==> src/rtl/ssd_pkg.sv <==
`timescale 1ns/1ps
// Shared types for the serial segment driver.
package ssd_pkg;
    // Framer state: waiting for a start bit, or collecting data bits.
    typedef enum logic {
        FR_IDLE  = 1'b0,
        FR_SHIFT = 1'b1
    } fr_state_t;
endpackage

==> src/rtl/ssd_sync.sv <==
`timescale 1ns/1ps
// ssd_sync: multi-stage flop synchronizer for a vector of independent
// single-bit asynchronous inputs.
// Assumes each bit is a slow level that can be sampled independently;
// no coherency between bits is implied.
module ssd_sync #(
    parameter int WIDTH  = 3,
    parameter int STAGES = 2
) (
    input  logic             clk,
    input  logic             rst_n,
    input  logic [WIDTH-1:0] async_i,
    output logic [WIDTH-1:0] sync_o
);
    logic [WIDTH-1:0] chain [STAGES];

    for (genvar s = 0; s < STAGES; s++) begin : g_stage
        if (s == 0) begin : g_first
            // First stage captures the raw asynchronous input.
            always_ff @(posedge clk) begin
                if (!rst_n) chain[s] <= '0;
                else        chain[s] <= async_i;
            end
        end else begin : g_rest
            // Later stages resolve metastability.
            always_ff @(posedge clk) begin
                if (!rst_n) chain[s] <= '0;
                else        chain[s] <= chain[s-1];
            end
        end
    end

    assign sync_o = chain[STAGES-1];
endmodule

==> src/rtl/ssd_frame.sv <==
`timescale 1ns/1ps
// ssd_frame: start-bit framer and shift stage.
// It waits for a rising serial edge that carries 1, then collects
// NUM_BITS data bits. On the edge that carries the last bit it pulses
// load_o with the assembled vector, and it clears its own counter and
// shift stage. Edges are qualified by en_i.
// Assumes synchronized inputs, with at least two system clocks between
// serial clock transitions.
module ssd_frame
    import ssd_pkg::*;
#(
    parameter int NUM_BITS = 35,
    parameter int CNT_W    = $clog2(NUM_BITS)
) (
    input  logic                clk,
    input  logic                rst_n,
    input  logic                sclk_i,
    input  logic                sdat_i,
    input  logic                en_i,
    output logic                load_o,
    output logic [NUM_BITS-1:0] frame_o,
    output logic [CNT_W-1:0]    cnt_o,
    output logic                busy_o
);
    localparam logic [CNT_W-1:0] LAST = CNT_W'(NUM_BITS - 1);

    fr_state_t           state;
    logic [CNT_W-1:0]    cnt;
    logic [NUM_BITS-1:0] shreg;
    logic                sclk_d;
    logic                rise;

    // Delayed serial clock, used for rising edge detection.
    always_ff @(posedge clk) begin
        if (!rst_n) sclk_d <= 1'b0;
        else        sclk_d <= sclk_i;
    end

    assign rise = sclk_i & ~sclk_d & en_i;

    // Frame state, bit counter and shift stage.
    always_ff @(posedge clk) begin
        if (!rst_n) begin
            state <= FR_IDLE;
            cnt   <= '0;
            shreg <= '0;
        end else if (rise) begin
            case (state)
                FR_IDLE: begin
                    if (sdat_i) begin
                        state <= FR_SHIFT;
                        cnt   <= '0;
                    end
                end
                FR_SHIFT: begin
                    if (cnt == LAST) begin
                        state <= FR_IDLE;
                        cnt   <= '0;
                        shreg <= '0;
                    end else begin
                        shreg <= {sdat_i, shreg[NUM_BITS-1:1]};
                        cnt   <= cnt + 1'b1;
                    end
                end
                default: state <= FR_IDLE;
            endcase
        end
    end

    // Load strobe and assembled frame, both valid on the final edge.
    assign load_o  = rise && (state == FR_SHIFT) && (cnt == LAST);
    assign frame_o = {sdat_i, shreg[NUM_BITS-1:1]};
    assign cnt_o   = cnt;
    assign busy_o  = (state == FR_SHIFT);
endmodule

==> src/rtl/ssd_outlatch.sv <==
`timescale 1ns/1ps
// ssd_outlatch: output latch with active-low drive.
// Each bit has its own flop, written only when a load brings a value
// that differs from the one held, so unchanged outputs never move.
// With HAS_ENABLE set, the top position is tied off (output high).
module ssd_outlatch #(
    parameter int NUM_BITS   = 35,
    parameter bit HAS_ENABLE = 1'b0
) (
    input  logic                clk,
    input  logic                rst_n,
    input  logic                load_i,
    input  logic [NUM_BITS-1:0] frame_i,
    output logic [NUM_BITS-1:0] seg_n_o
);
    localparam int DRIVEN = HAS_ENABLE ? NUM_BITS - 1 : NUM_BITS;

    logic [NUM_BITS-1:0] on_q;

    for (genvar i = 0; i < NUM_BITS; i++) begin : g_bit
        if (i < DRIVEN) begin : g_drv
            // Per-bit latch, written only on a differing load.
            always_ff @(posedge clk) begin
                if (!rst_n)
                    on_q[i] <= 1'b0;
                else if (load_i && (frame_i[i] != on_q[i]))
                    on_q[i] <= frame_i[i];
            end
        end else begin : g_off
            assign on_q[i] = 1'b0;
        end
    end

    assign seg_n_o = ~on_q;
endmodule

==> src/rtl/serial_seg_driver.sv <==
`timescale 1ns/1ps
// serial_seg_driver: top level of the self-latching serial segment
// driver. It synchronizes the serial pins, frames the stream on its
// start bit and drives active-low segment outputs from the latch.
// Assumes clk is at least several times faster than ser_clk.
module serial_seg_driver #(
    parameter int NUM_BITS    = 35,
    parameter bit HAS_ENABLE  = 1'b0,
    parameter int SYNC_STAGES = 2
) (
    input  logic                clk,
    input  logic                rst_n,
    input  logic                ser_clk,
    input  logic                ser_data,
    input  logic                ser_en,
    output logic [NUM_BITS-1:0] seg_n
);
    localparam int CNT_W = $clog2(NUM_BITS);

    logic [2:0]          pins_s;
    logic                en_eff;
    logic                frame_load;
    logic [NUM_BITS-1:0] frame_vec;
    logic [CNT_W-1:0]    bit_cnt;
    logic                frame_busy;

    ssd_sync #(.WIDTH(3), .STAGES(SYNC_STAGES)) u_sync (
        .clk     (clk),
        .rst_n   (rst_n),
        .async_i ({ser_en, ser_data, ser_clk}),
        .sync_o  (pins_s)
    );

    // The enable only takes effect in the enable build.
    assign en_eff = HAS_ENABLE ? pins_s[2] : 1'b1;

    ssd_frame #(.NUM_BITS(NUM_BITS), .CNT_W(CNT_W)) u_frame (
        .clk     (clk),
        .rst_n   (rst_n),
        .sclk_i  (pins_s[0]),
        .sdat_i  (pins_s[1]),
        .en_i    (en_eff),
        .load_o  (frame_load),
        .frame_o (frame_vec),
        .cnt_o   (bit_cnt),
        .busy_o  (frame_busy)
    );

    ssd_outlatch #(.NUM_BITS(NUM_BITS), .HAS_ENABLE(HAS_ENABLE)) u_latch (
        .clk     (clk),
        .rst_n   (rst_n),
        .load_i  (frame_load),
        .frame_i (frame_vec),
        .seg_n_o (seg_n)
    );
endmodule

==> config.mk <==
export PLATFORM = sky130hd
export DESIGN_NAME = serial_seg_driver
export DESIGN_NICKNAME = d
export VERILOG_FILES = /design/src/rtl/ssd_pkg.sv /design/src/rtl/ssd_sync.sv /design/src/rtl/ssd_frame.sv /design/src/rtl/ssd_outlatch.sv /design/src/rtl/serial_seg_driver.sv
export SDC_FILE = /design/constraint.sdc
export NUM_CORES = 1
export LEC_CHECK = 0
export ABC_CLOCK_PERIOD_IN_PS = 3190
export BUFFER_PORTS_ARGS = -buffer_cell sky130_fd_sc_hd__buf_4
export CORE_MARGIN = 2
export CORE_UTILIZATION = 40
export CTS_CLUSTER_SIZE = 40
export DETAILED_ROUTE_END_ITERATION = 10
export PLACE_DENSITY = 0.58
export RECOVER_POWER = 50
export SLEW_MARGIN = 15
export SYNTH_ARGS = -nofsm -noshare
export SYNTH_HDL_FRONTEND = slang
export SYNTH_HIERARCHICAL = 1
export SYNTH_SLANG_ARGS = --single-unit
==> constraint.sdc <==
create_clock -name clk -period 3.19 [get_ports clk]
set_input_delay 0.319 -clock clk [delete_from_list [all_inputs] [get_ports clk]]
set_output_delay 0.319 -clock clk [all_outputs]
set_load 0.05 [all_outputs]
# ---- Word-level counts from Yosys, hierarchy flattened
# Memories as Yosys holds them, arrays and structs flattened.
# Index checks and enable logic that the tools add are counted.
# W data, S select, Z words.
dict set report classes {
  eq_ne 37
  shifts 0
  n_bitwise 6
  n_mux 11
  n_reduce_logical 39
  add_sub_neg 1
  n_div 0
  mul 0
  order_cmp 0
}
# operator n
set ops {}
lappend ops {{$logic_and A1 B1 Y1} 37}
lappend ops {{$mux W35} 1}
lappend ops {{$ne A1 B1 Y1} 35}
lappend ops {{$not A35 Y35} 1}
lappend ops {{$mux W6} 2}
lappend ops {{$pmux W6 S2} 1}
lappend ops {{$add A6 B1 Y6 const B} 1}
lappend ops {{$eq A6 B6 Y1 const B} 1}
lappend ops {{$mux W3} 2}
lappend ops {{$mux W1} 4}
lappend ops {{$reduce_and A2 Y1} 2}
lappend ops {{$ne A2 B2 Y1 const B} 1}
lappend ops {{$not A1 Y1} 2}
lappend ops {{$or A1 B1 Y1} 2}
lappend ops {{$pmux W1 S2} 1}
lappend ops {{$and A1 B1 Y1} 1}
dict set report word_totals {
  mem_count 1
  out_inout_bits 35
  ramBits 6
  ff_bits 78
  latchBits 0
  elab_cells 134
  mem_bits_ro 0
}
# memory depth width rd rd_clocked_by_memory_dff write_ports line
set mem_list {}
lappend mem_list {u_sync.chain 2 3 2 0 2 ssd_sync.sv:15} ;# logic [WIDTH-1:0] chain [STAGES];

# ---- Logic depth before layout (Yosys ltp)
dict set report logic_depth {
  word_depth 5
  mapped_depth 8
  depth_no_buf 6
}

# ---- Cells and area by module
# The synthesis kept the hierarchy.
# mod cells_each n_inst area_each_um2
set modules_own_cells {}
lappend modules_own_cells {ssd_frame 162 1 1526.5}
lappend modules_own_cells {ssd_outlatch 147 1 1483.9}
lappend modules_own_cells {ssd_sync 12 1 157.7}
lappend modules_own_cells {serial_seg_driver 1 1 3.8}

# ---- Worst setup path after synthesis
# No wires, ideal clock.
dict set report synth_path {
  path_type {register to register}
  from {register u_frame.sclk_d}
  to {register u_latch.on_q[0]}
  setup_slack_ns 1.559
  stages_incl_launch_ff 9
  n_path_buf 3
  setup_time_ns 0.116
  t_required_ns 3.074
  arrival_time_ns 1.515
  path_cell_list {dfxtp_1 -> and3b_2 -> and2_1 -> buf_4 -> and3_1 -> buf_6 -> buf_12 -> mux2i_1 -> nor2b_1}
}
dict set report synth_between {
  elab_chain_len 5
}
# item line
set synth_rtl {}
lappend synth_rtl {{start: declaration} ssd_frame.sv:30} ;# logic sclk_d;
lappend synth_rtl {{start signal: assignment} ssd_frame.sv:36} ;# else sclk_d <= sclk_i;
lappend synth_rtl {{$not A1 Y1} ssd_frame.sv:39} ;# assign rise = sclk_i & ~sclk_d & en_i;
lappend synth_rtl {{$and A1 B1 Y1} ssd_frame.sv:39}
lappend synth_rtl {{$logic_and A1 B1 Y1 (2 in a row)} ssd_frame.sv:71} ;# assign load_o = rise && (state == FR_SHIFT) && (cnt == LAST);
lappend synth_rtl {{via frame_load} serial_seg_driver.sv:22} ;# logic frame_load;
lappend synth_rtl {{$logic_and A1 B1 Y1} ssd_outlatch.sv:26} ;# else if (load_i && (frame_i[i] != on_q[i]))
lappend synth_rtl {{end signal: indexed assignment} ssd_outlatch.sv:27} ;# on_q[i] <= frame_i[i];
lappend synth_rtl {{end: declaration} ssd_outlatch.sv:18} ;# logic [NUM_BITS-1:0] on_q;
# The timed path passes the listed nets, and every way through them passes these cells.
# A chain may end at the register's enable or synchronous reset.

# ---- Final worst setup path
dict set report layout_path {
  from {register u_frame.cnt[0] (netlist: u_frame/cnt_o[0])}
  to {register u_latch.on_q[30]}
}
dict set report layout_between {
  elab_chain_len 3
}
# item line
set layout_rtl {}
lappend layout_rtl {{start: declaration} ssd_frame.sv:28} ;# logic [CNT_W-1:0] cnt;
lappend layout_rtl {{start signal: assignment} ssd_frame.sv:62} ;# cnt <= cnt + 1'b1;
lappend layout_rtl {{$eq A6 B6 Y1} ssd_frame.sv:71}
lappend layout_rtl {{$logic_and A1 B1 Y1} ssd_frame.sv:71}
lappend layout_rtl {{via frame_load} serial_seg_driver.sv:22}
lappend layout_rtl {{$logic_and A1 B1 Y1} ssd_outlatch.sv:26}
# The timed path passes the listed nets, and every way through them passes these cells.

==> impl_metrics.env <==
export IMPL_finalMaxSlewViolations=0
export IMPL_overflow=0
export IMPL_tightest_slew_ns=1.332
export IMPL_io_pins=40
export IMPL_fp_dieArea_sq_um=8520
export IMPL_max_freq_mhz=404.2
export IMPL_syn_area_sq_um=3119
export IMPL_layout_nets=358
export IMPL_fin_ws_ns=0.7157
export IMPL_routedWlPerCell_um=10.93
export IMPL_drt_initial_drc_count=74
export IMPL_crit_type="flop to flop"
export IMPL_via_per_inst=4.607
export IMPL_setup_worst_path_end_class="flop"
export IMPL_clockBufferDepth=2
export IMPL_status="completed"
export IMPL_track_usage=0.1246
export IMPL_clk_latency_ns=0.33
export IMPL_critical_path_buf_inv_count=2
export IMPL_crit_chain="inv_1, ha_1, nor4b_1, and3_1, buf_4, mux2i_1, nor2b_1"
export IMPL_grt_pass1_vias=1848
export IMPL_cp_required_ns=3.41
export IMPL_dr_total_vias=2101
export IMPL_relSlewSlack=0.1118
export IMPL_ys_warn_count=6
export IMPL_avgSynthCellArea_sq_um=9.809
export IMPL_grt_max_degree=82
export IMPL_dp_cells=442
export IMPL_die_w_um=92.31
export IMPL_place_gp_congestion=0.6503
export IMPL_cts_made_buffers=9
export IMPL_final_instance_count_excl_fill=456
export IMPL_postCtsHoldBufs=0
export IMPL_rows=32
export IMPL_cts_clk_slew_worst_paths_ns=0.07
export IMPL_rsz0062_at_grt="false"
export IMPL_antennaDiodeCount=0
export IMPL_start_util=0.4079
export IMPL_core_area_sq_um=7647
export IMPL_period_needed_ns=2.474
export IMPL_fin_setup_tns_ns=0
export IMPL_arrival_ns=2.70
export IMPL_port_buffers=38
export IMPL_cts_root_buf="clkbuf_8"
export IMPL_cts_sinks=81
export IMPL_drv_cap=0
export IMPL_drc=0
export IMPL_routed_wirelength_mm=4.983
export IMPL_ant_nets=0
export IMPL_hold_viol_final=0
export IMPL_drt_pass1_iterations=4
export IMPL_area_delta_synth_final_pct=10.71
export IMPL_hpwl_mm=3.053
export IMPL_hp_class="input pin to flop"
export IMPL_finalClockSkew_ns=0.007600
export IMPL_setup_viol=0
export IMPL_htree_levels=3
export IMPL_crit_path_max_fanout=13
export IMPL_fin_crit_sh=0.7756
export IMPL_leakage_nw=1.081
export IMPL_ctsResizeCount=0
export IMPL_max_vdd_ir_drop_uv=210.2
export IMPL_critPathLaunchType="flop"
export IMPL_antenna_found_initial=0
export IMPL_critPathSlowestCell="and3_1"
export IMPL_drive_gt1_frac=0.06215
export IMPL_place_ws_ns=1.206
export IMPL_powerDensity_nw_per_um2=520.8
export IMPL_cts_tree="built"
export IMPL_grt_pass1_wl_mm=8.493
export IMPL_slowest_delay_ns=0.81
export IMPL_die_y_um=92.31
export IMPL_cts_setup_buffers=0
export IMPL_cpLargestDelayFamily="simple AND/OR/NAND/NOR gates"
export IMPL_syn_nets=325
export IMPL_postSynthCellCount=318
-- metal layers --
metal	vias up	track usage	routed length [um]
li1	1117	-	-
met1	948	0.1677	2606
met2	32	0.1849	2136
met3	4	0.04150	194
met4	0	0.04851	47
met5	-	0	0
-- final cells by class --
cell class,instances,area (sq um)
fill,798,4194
sequential,81,1622
multi-input combinational,182,1185
timing repair buffer,41,186.4
inverter,36,135.1
clock buffer,10,127.6
tap,102,127.6
clock inverter,4,70.07
-- flip-flops by register name, indices dropped and copies added, names as in the netlist --
register	cells
u_sync/chain	4
u_frame/shreg	34
u_frame/sclk_d	1
u_latch/on_q	35
u_frame/cnt_o	6
u_frame/busy_o	1
-- worst register-to-register path, cell delays in order (launching register included) --
cell and delay [ns]:
dfxtp_1 0.34, inv_1 0.06, ha_1 0.13, nor4b_1 0.41, and3_1 0.81, buf_4 0.34
mux2i_1 0.21, nor2b_1 0.06
-- final timing paths --
path	depth (start not counted)	start	slack [ns]	to
max reg2reg	7	u_frame/cnt_o[0]	0.72	u_latch/on_q[30]
min	2	ser_data	0.20	u_sync/chain[0][1]
max	7	u_frame/cnt_o[0]	0.72	u_latch/on_q[30]
min reg2reg	1	u_sync/chain[0][1]	0.43	u_sync/chain[1][1]
-- cell usage in the layout, fill, tap and decap left out, drive strengths merged, types with 2 or more instances in the layout --
| cell type | count |
|---|---|
| ha | 2 |
| inv | 36 |
| or2 | 2 |
| nor2b | 37 |
| and2 | 6 |
| clkinv | 2 |
| mux2i | 35 |
| buf | 5 |
| bufinv | 2 |
| clkbuf | 46 |
| nand2b | 3 |
| nand2 | 41 |
| dfxtp | 81 |
| o31ai | 2 |
| o21ai | 6 |
| o22ai | 34 |
| nand3 | 3 |
-- power breakdown --
group / internal, W / leakage (nW) / switching (W)
Combinational: 0.0000117 / 0.326 / 0.0000158
Sequential: 0.00101 / 0.653 / 0.00000103
Clock: 0.000430 / 0.102 / 0.000327
Total: 0.00145 / 1.08 / 0.000344
-- through the flow --
| step | power, W | hold WS [ns] | area, sq um | util |
|---|---|---|---|---|
| after floorplan | 0.001058 | 0.4057 | 3119 | - |
| after global placement | 0.001066 | 0.4150 | 3406 | 0.4454 |
| after detailed placement | 0.001066 | 0.4135 | 3406 | 0.4454 |
| after CTS | 0.001825 | 0.1779 | 3603 | 0.4712 |
| after global routing | 0.001872 | 0.1766 | 3453 | 0.4516 |
| final | 0.001798 | 0.1973 | 3453 | 0.4516 |
Note: power is estimated with default switching activity, not from simulation.
